--- src/rtl/serport_pkg.sv ---
package serport_pkg;
  typedef enum logic [1:0] {
    ST_IDLE   = 2'd0,
    ST_ARMED  = 2'd1,
    ST_ACTIVE = 2'd2
  } xfer_state_e;
endpackage

--- src/rtl/serport_sync.sv ---
module serport_sync #(
  parameter int          N      = 4,
  parameter int          STAGES = 2,
  parameter logic [N-1:0] RST_VAL = '0
) (
  input  logic         clk,
  input  logic         rst_n,
  input  logic [N-1:0] async_in,
  output logic [N-1:0] level,
  output logic [N-1:0] rise,
  output logic [N-1:0] fall
);
  // One synchroniser chain per input, plus one extra flop used for edge detection
  for (genvar g = 0; g < N; g++) begin : g_chain
    logic [STAGES:0] chain;
    always_ff @(posedge clk or negedge rst_n) begin
      if (!rst_n) chain <= {(STAGES+1){RST_VAL[g]}};
      else        chain <= {chain[STAGES-1:0], async_in[g]};
    end
    assign level[g] = chain[STAGES-1];
    assign rise[g]  = chain[STAGES-1] & ~chain[STAGES];
    assign fall[g]  = ~chain[STAGES-1] & chain[STAGES];
  end
endmodule

--- src/rtl/serport_bitctl.sv ---
module serport_bitctl
  import serport_pkg::*;
#(
  parameter  int WORD_W = 10,
  localparam int EDGES  = 2 * WORD_W,
  localparam int CNT_W  = $clog2(EDGES + 1)
) (
  input  logic             clk,
  input  logic             rst_n,
  input  logic             arm,
  input  logic             sck_rise,
  input  logic             sck_fall,
  output xfer_state_e      st,
  output logic [CNT_W-1:0] cnt,
  output logic             ev_first,
  output logic             ev_tx,
  output logic             ev_rx,
  output logic             ev_last
);
  // cnt counts accepted serial edges: an even count expects a rise, an odd count a fall
  always_comb begin
    ev_first = !arm && (st == ST_ARMED)  && sck_rise;
    ev_tx    = !arm && (st == ST_ACTIVE) && sck_rise && !cnt[0];
    ev_rx    = !arm && (st == ST_ACTIVE) && sck_fall &&  cnt[0];
    ev_last  = ev_rx && (cnt == CNT_W'(EDGES - 1));
  end

  always_ff @(posedge clk or negedge rst_n) begin
    if (!rst_n) begin
      st  <= ST_IDLE;
      cnt <= '0;
    end else if (arm) begin
      st  <= ST_ARMED;
      cnt <= '0;
    end else if (ev_first) begin
      st  <= ST_ACTIVE;
      cnt <= CNT_W'(1);
    end else if (ev_tx || ev_rx) begin
      cnt <= cnt + CNT_W'(1);
      if (ev_last) st <= ST_IDLE;
    end
  end
endmodule

--- src/rtl/serport_datapath.sv ---
module serport_datapath #(
  parameter int WORD_W = 10
) (
  input  logic              clk,
  input  logic              rst_n,
  input  logic              busy,
  input  logic              ev_first,
  input  logic              ev_tx,
  input  logic              ev_rx,
  input  logic              ev_last,
  input  logic              sdi_s,
  input  logic              res_valid,
  output logic              res_ready,
  input  logic [WORD_W-1:0] res_data,
  output logic              sdo,
  output logic              ctl_valid,
  output logic [WORD_W-1:0] ctl_data
);
  logic [WORD_W-1:0] latest, pend, tx_sh, rx_sh;
  logic              pend_v;
  logic              accept;

  assign res_ready = !pend_v;
  assign accept    = res_valid && !pend_v;

  // Serial shifting: outgoing word on rising edges, incoming word on falling edges
  always_ff @(posedge clk or negedge rst_n) begin
    if (!rst_n) begin
      sdo       <= 1'b0;
      tx_sh     <= '0;
      rx_sh     <= '0;
      ctl_valid <= 1'b0;
      ctl_data  <= '0;
    end else begin
      ctl_valid <= 1'b0;
      if (ev_first) begin
        sdo   <= latest[WORD_W-1];
        tx_sh <= {latest[WORD_W-2:0], 1'b0};
      end else if (ev_tx) begin
        sdo   <= tx_sh[WORD_W-1];
        tx_sh <= {tx_sh[WORD_W-2:0], 1'b0};
      end
      if (ev_rx) rx_sh <= {rx_sh[WORD_W-2:0], sdi_s};
      if (ev_last) begin
        ctl_valid <= 1'b1;
        ctl_data  <= {rx_sh[WORD_W-2:0], sdi_s};
      end
    end
  end

  // Result latch with a one-deep holding slot used while a transfer is running
  always_ff @(posedge clk or negedge rst_n) begin
    if (!rst_n) begin
      latest <= '0;
      pend   <= '0;
      pend_v <= 1'b0;
    end else if (busy) begin
      if (accept) begin
        pend   <= res_data;
        pend_v <= 1'b1;
      end
    end else if (pend_v) begin
      latest <= pend;
      pend_v <= 1'b0;
    end else if (accept) begin
      latest <= res_data;
    end
  end
endmodule

--- src/rtl/serport_framed.sv ---
module serport_framed
  import serport_pkg::*;
#(
  parameter int WORD_W      = 10,
  parameter int SYNC_STAGES = 2
) (
  input  logic              clk,
  input  logic              rst_n,
  input  logic              sck,
  input  logic              rx_frame,
  input  logic              tx_frame,
  input  logic              sdi,
  output logic              sdo,
  input  logic              res_valid,
  output logic              res_ready,
  input  logic [WORD_W-1:0] res_data,
  output logic              ctl_valid,
  output logic [WORD_W-1:0] ctl_data
);
  localparam int CNT_W = $clog2(2 * WORD_W + 1);

  // Bit order of the synchronised inputs: 0 sck, 1 rx_frame, 2 tx_frame, 3 sdi
  logic [3:0] lvl, rise, fall;
  logic       sck_rise, sck_fall, arm, sdi_s;
  logic       ev_first, ev_tx, ev_rx, ev_last;
  xfer_state_e      st;
  logic [CNT_W-1:0] cnt;
  logic             unused_edges;

  serport_sync #(.N(4), .STAGES(SYNC_STAGES), .RST_VAL(4'b0100)) u_sync (
    .clk(clk), .rst_n(rst_n),
    .async_in({sdi, tx_frame, rx_frame, sck}),
    .level(lvl), .rise(rise), .fall(fall)
  );

  assign sck_rise = rise[0];
  assign sck_fall = fall[0];
  assign arm      = rise[1] | fall[2];
  assign sdi_s    = lvl[3];
  assign unused_edges = ^{lvl[2:0], rise[3:2], fall[3], fall[1]};

  serport_bitctl #(.WORD_W(WORD_W)) u_ctl (
    .clk(clk), .rst_n(rst_n), .arm(arm),
    .sck_rise(sck_rise), .sck_fall(sck_fall),
    .st(st), .cnt(cnt),
    .ev_first(ev_first), .ev_tx(ev_tx), .ev_rx(ev_rx), .ev_last(ev_last)
  );

  serport_datapath #(.WORD_W(WORD_W)) u_dp (
    .clk(clk), .rst_n(rst_n), .busy(st == ST_ACTIVE),
    .ev_first(ev_first), .ev_tx(ev_tx), .ev_rx(ev_rx), .ev_last(ev_last),
    .sdi_s(sdi_s),
    .res_valid(res_valid), .res_ready(res_ready), .res_data(res_data),
    .sdo(sdo), .ctl_valid(ctl_valid), .ctl_data(ctl_data)
  );
endmodule

--- config.mk ---
export PLATFORM = sky130hd
export DESIGN_NAME = serport_framed
export DESIGN_NICKNAME = d
export VERILOG_FILES = /design/src/rtl/serport_pkg.sv /design/src/rtl/serport_sync.sv /design/src/rtl/serport_bitctl.sv /design/src/rtl/serport_datapath.sv /design/src/rtl/serport_framed.sv
export SDC_FILE = /design/constraint.sdc
export NUM_CORES = 1
export LEC_CHECK = 0
export CORE_ASPECT_RATIO = 0.75
export CORE_MARGIN = 10
export CORE_UTILIZATION = 34
export CTS_CLUSTER_SIZE = 30
export DETAILED_ROUTE_END_ITERATION = 8
export DONT_BUFFER_PORTS = 1
export REMOVE_ABC_BUFFERS = 1
export SYNTH_ARGS = -nofsm -noshare
export SYNTH_HDL_FRONTEND = slang
export SYNTH_SLANG_ARGS = --single-unit
--- constraint.sdc ---
create_clock -name clk -period 2 [get_ports clk]
set_clock_uncertainty 0.15 [all_clocks]
set_input_delay 0.1 -clock clk [delete_from_list [all_inputs] [get_ports clk]]
set_output_delay 0.1 -clock clk [all_outputs]
set_load 0.02 [all_outputs]
# Word level (Yosys, flattened, before mapping)
# Cells that the tools add are included.
# word_totals
reg_bits,70
inputBits,17
out_inout_bits,13
word_cells,65
# classes
add_sub_neg,1
eq_ne,4
n_mux,16
n_bitwise,10
n_reduce_logical,20
# ops
cell,count
10-bit 2-to-1 mux,4
5-bit 2-to-1 mux,3
1-bit logical AND,9
2-bit 2-to-1 mux,4
2-bit AND reduction,3
3-bit nonzero test,2
"5-bit by 1-bit adder with 5-bit output, second input constant",1
"5-bit equality test, second input constant",1
1-bit 2-to-1 mux,5
1-bit inverter,5
1-bit AND,4
2-bit nonzero test,2
1-bit zero test,3
"2-bit by 1-bit equality test with 1-bit output, second input constant",1
"2-bit equality test, second input constant",1
"2-bit inequality test, second input constant",1
1-bit logical OR,1
1-bit OR,1

# Logic depth before layout (Yosys ltp)
# depth
depth_word,12
mapped_depth,5
mapped_depth_nobuf,4

# Modules after synthesis
# Synthesis repeated with hierarchy kept, for this count alone.
# unflattened
cells_unflattened,226
hier_area_um2,2885.3
# by_module_without_submodules
module,n_inst,cells_each,area_each_um2,seq_area_each_um2
serport_datapath,1,160,2095.8,1276.2
serport_bitctl,1,40,392.9,175.2
serport_sync,1,24,384.1,304.0
serport_framed,1,2,12.5,0.0

# Least setup slack after synthesis
# OpenSTA, ideal clock, no wires.
# synth_path
path_kind,reg-to-reg
from,register u_sync.g_chain[2].chain[1]
to,register u_dp.ctl_data[0]
setup_time_ns,0.125
arrival_ns,1.679
required_ns,1.725
slack_ns,0.046
stages_incl_launch_ff,6
n_path_buf,1
period_less_slack_ns,1.954
cell_sequence,dfstp_2 nor2b_1 nor4b_4 nand2b_2 buf_6 mux2_4
# synth_via
elab_chain_cells,8
# synth_rtl
item,line,rtl
from (decl),serport_sync.sv:15,logic [STAGES:0] chain;
from (signal assigned),serport_sync.sv:17,if (!rst_n) chain <= {(STAGES+1){RST_VAL[g]}};
from (signal assigned),serport_sync.sv:18,"else chain <= {chain[STAGES-1:0], async_in[g]};"
1-bit inverter,serport_sync.sv:22,assign fall[g] = ~chain[STAGES-1] & chain[STAGES];
1-bit AND,serport_sync.sv:22,
1-bit OR,serport_framed.sv:38,assign arm = rise[1] | fall[2];
1-bit zero test,serport_bitctl.sv:24,ev_rx = !arm && (st == ST_ACTIVE) && sck_fall && cnt[0];
1-bit logical AND (3 in a row),serport_bitctl.sv:24,
1-bit logical AND,serport_bitctl.sv:25,ev_last = ev_rx && (cnt == CNT_W'(EDGES - 1));
to (signal assigned),serport_datapath.sv:46,"ctl_data <= {rx_sh[WORD_W-2:0], sdi_s};"
to (decl),serport_datapath.sv:17,output logic [WORD_W-1:0] ctl_data
# No other way between the ends.
# A chain may end at the register's enable or synchronous reset.

# Worst setup path after layout
# layout_path
from,register u_sync.g_chain[2].chain[2]
to,register u_dp.ctl_data[9]
# layout_via
elab_chain_cells,7
# layout_rtl
item,line
1-bit AND,serport_sync.sv:22
1-bit OR,serport_framed.sv:38
1-bit zero test,serport_bitctl.sv:24
1-bit logical AND (3 in a row),serport_bitctl.sv:24
1-bit logical AND,serport_bitctl.sv:25
# No other way between the ends.

==> flow_summary_export.csv <==
group,metric,value,unit
layout,area_growth,19.4,%
clock_tree,cts.path.max_buffers,2,
timing,fin_hold_ws,141,ps
timing,min_period_over_period,93.8,%
timing,setup_tns,0,ps
global_route,grt_max_degree,70,
global_route,overflow,0,
layout,final_cell_area,3310,sq um
synthesis,yosys.area.top_type,"dfrtp_1",
routing,routedWlPerCell,15.4,um
routing,first_pass_iters,4,
synthesis,ys_ff_latch,69,
worst_setup_path,regToRegSetupSlack,120,ps
synthesis,synth_area_per_cell,13.6,sq um
synthesis,yosysWarnings,0,
worst_setup_path,critical-path-max-stage-delay,520,ps
synthesis,synth_area,2770,sq um
synthesis,ys_seq_area_share,62.5,%
layout,drive_gt1_share,27.5,%
clock_tree,h-tree-depth,3,
global_route,grt_antenna_before_repair,0,
worst_setup_path,cp_slowest_cell,"dfstp_2",
timing,setup_viol,0,
worst_hold_path,holdCritPathClass,"in2async",
run,cap_violations,0,
placed_design,io_buffer_count,0,
die,io_pins,30,
die,die_y,98.2,um
clock_tree,numClockSinks,69,
routing,dr_total_vias,1645,
timing,finalHoldViolations,0,
placed_design,place_inst,308,
pwr,total_power,3.13,mW
routing,ant_nets,0,
routing,initialDrtViolationCount,117,
global_route,grt_pass1_vias,1719,
die,start_util,35.0,%
worst_setup_path,crit_path_end_kind,"flip-flop",
synthesis,syn_inst,204,
synthesis,yosys.area.top_type_share,59.6,%
timing,layout_setup_ws,124,ps
clock_tree,clk_latency,340,ps
clock_tree,ctsRootBufferMaster,"clkbuf_8",
synthesis,synth.distinct_cells,37,
routing,remaining_drc_errors,0,
timing,fmax,533,MHz
layout,instances_no_fill,341,
layout,multiInputGateArea,986,sq um
pwr,leakagePower,1.48,nW
layout,antennaDiodeCount,0,
timing,slew_viol_final,0,
placed_design,placed_area,2920,sq um
worst_setup_path,cp.arrival,1950,ps
timing,rsz0062_at_grt,"false",
pwr,power_per_cell_area,948,nW/um^2
layout,num-nets-final,249,
timing,tightest_slew,783,ps
global_route,grt_first_pass_wirelength,9.00,mm
synthesis,yosys-top-cells-area,"dfrtp_1, mux2_2, mux2_4",
layout,seqCellArea,1730,sq um
timing,maxSlewHeadroom,47.7,%
worst_setup_path,cp_cell_sequence,"nor2b_1 > nor4b_4 > nand2b_2 > mux2_2",
run_status,outcome,"completed",
clock_tree,cts_tree,"built",
routing,viasPerCell,4.82,
worst_setup_path,worstSetupPathType,"reg2reg",
layout,finalCoreUtilization,41.8,%
worst_setup_path,crit_fanout,11,
timing,period_minus_slack,1880,ps
placed_design,pre_cts_ws,-91.7,ps
global_route,track_usage,9.08,%
clock_tree,clk_pin_slew,70,ps
die,rows,28,
placed_design,place_congestion,0.745,
routing,wl,5.25,mm
placed_design,hpwl,3.40,mm
layout,fillCellCount,767,
die,fp.dieW,124,um
die,die_area,12200,sq um
worst_setup_path,cp_data_required_time,2080,ps
clock_tree,cts-buffers-inserted,9,
die,coreArea,7920,sq um
worst_setup_path,start_kind,"flip-flop",
pwr,peakVddDrop,0.326,mV
==> cell type report <==
type                       count  area share [%]
timing repair buffer          26            7.72
inverter                       3           0.341
multi-input combinational    122            29.8
sequential                    69            52.3
clock buffer                  11            4.28
tap                          105            3.97
clock inverter                 5            1.51
==> critical path: cells and delay by family (launching register included) <==
family / cells / cell delay, ps
mux: 1 / 380
simple gates: 3 / 720
flops: 1 / 520
==> placed cells by master, fill, tap and decap left out, types with 3 or more instances in the layout <==
cell type / n
a21oi_1: 11
a2bb2oi_1: 9
buf_4: 9
clkbuf_8: 10
clkinv_2: 4
dfrtp_1: 66
dfstp_2: 3
dlygate4sd3_1: 16
inv_1: 3
mux2_2: 20
mux2_4: 9
mux2i_1: 11
nand2_1: 6
nand3_1: 6
nor2_1: 14
nor2b_1: 3
o22ai_1: 9
==> kinds of logic (layout without fill, tap and decap cells) <==
group	count (synthesis)	after routing	share of synthesized area, %
buffers and inverters	13	45	2.08
DFF	69	69	62.5
muxes	40	40	17.0
AOI/OAI and AO/OA	39	39	9.67
adders and majority gates	1	1	0.452
and+or+nand+nor	42	42	8.32
==> per-layer routing <==
metal  GRT usage, %  wire length, um  up-vias
li1               -                -      798
met1           12.1             2510      803
met2           12.5             2420       36
met3           3.62              224        8
met4           4.29               96        0
met5              0                0        -
==> cell usage after synthesis <==
master     instances
clkbuf_1           7
nor2b_1            3
dfstp_2            3
o211a_1            1
nand2b_2           1
o22ai_1            9
a31oi_1            1
nand3_1            6
nor3b_1            1
or3_1              1
or2_2              1
and3b_2            1
buf_6              1
o211ai_1           1
mux2i_1           11
o2bb2ai_1          1
inv_1              3
o31ai_1            1
nor4b_4            1
buf_2              1
nand2b_1           1
ha_1               1
a21oi_1           11
a2bb2oi_1          9
mux2_2            20
dfrtp_1           66
and3_1             1
nand4_1            2
mux2_4             9
nand2_1            6
a311oi_1           1
a21oi_2            1
nand4bb_1          1
buf_1              1
nor2_1            16
o21ai_0            2
o21ba_2            1
==> power breakdown <==
| part | internal (mW) | switching [mW] |
|---|---|---|
| clock network | 0.601 | 0.486 |
| logic | 0.193 | 0.144 |
| registers | 1.59 | 0.116 |
| total | 2.39 | 0.747 |
==> state kept, by name (all words and copies together) (netlist names) <==
register,flops
u_dp.pend,10
u_dp.sdo,1
u_ctl.st,2
u_dp.pend_v,1
u_dp.rx_sh,9
u_dp.tx_sh,9
u_dp.latest,10
u_dp.ctl_valid,1
u_dp.ctl_data,10
u_sync.g_chain.chain,11
u_ctl.cnt,5
==> path summary, 6_finish.rpt <==
kind                                                 startpoint                                   end  cells after the start
max                        u_sync.g_chain[2].chain[2]$_DFF_PN1_          u_dp.ctl_data[9]$_DFFE_PN0P_                      4
min                                                       rst_n              u_dp.pend[9]$_DFFE_PN0P_                      2
min reg2reg                u_sync.g_chain[3].chain[0]$_DFF_PN0_  u_sync.g_chain[3].chain[1]$_DFF_PN0_                      0
max in group asynchronous                                 rst_n  u_sync.g_chain[2].chain[1]$_DFF_PN1_                      2
min in group clk                                      res_valid              u_dp.pend[2]$_DFFE_PN0P_                      3
max reg2reg                u_sync.g_chain[2].chain[2]$_DFF_PN1_          u_dp.ctl_data[9]$_DFFE_PN0P_                      4
==> timing repair <==
item                                   CTS  global route
hold buffers                            17             0
setup endpoints to repair               10             2
buffers inserted                         0             0
endpoints found under the hold margin   94             0
gates resized for setup                  1             1
Power figures use the tool's default switching activity.
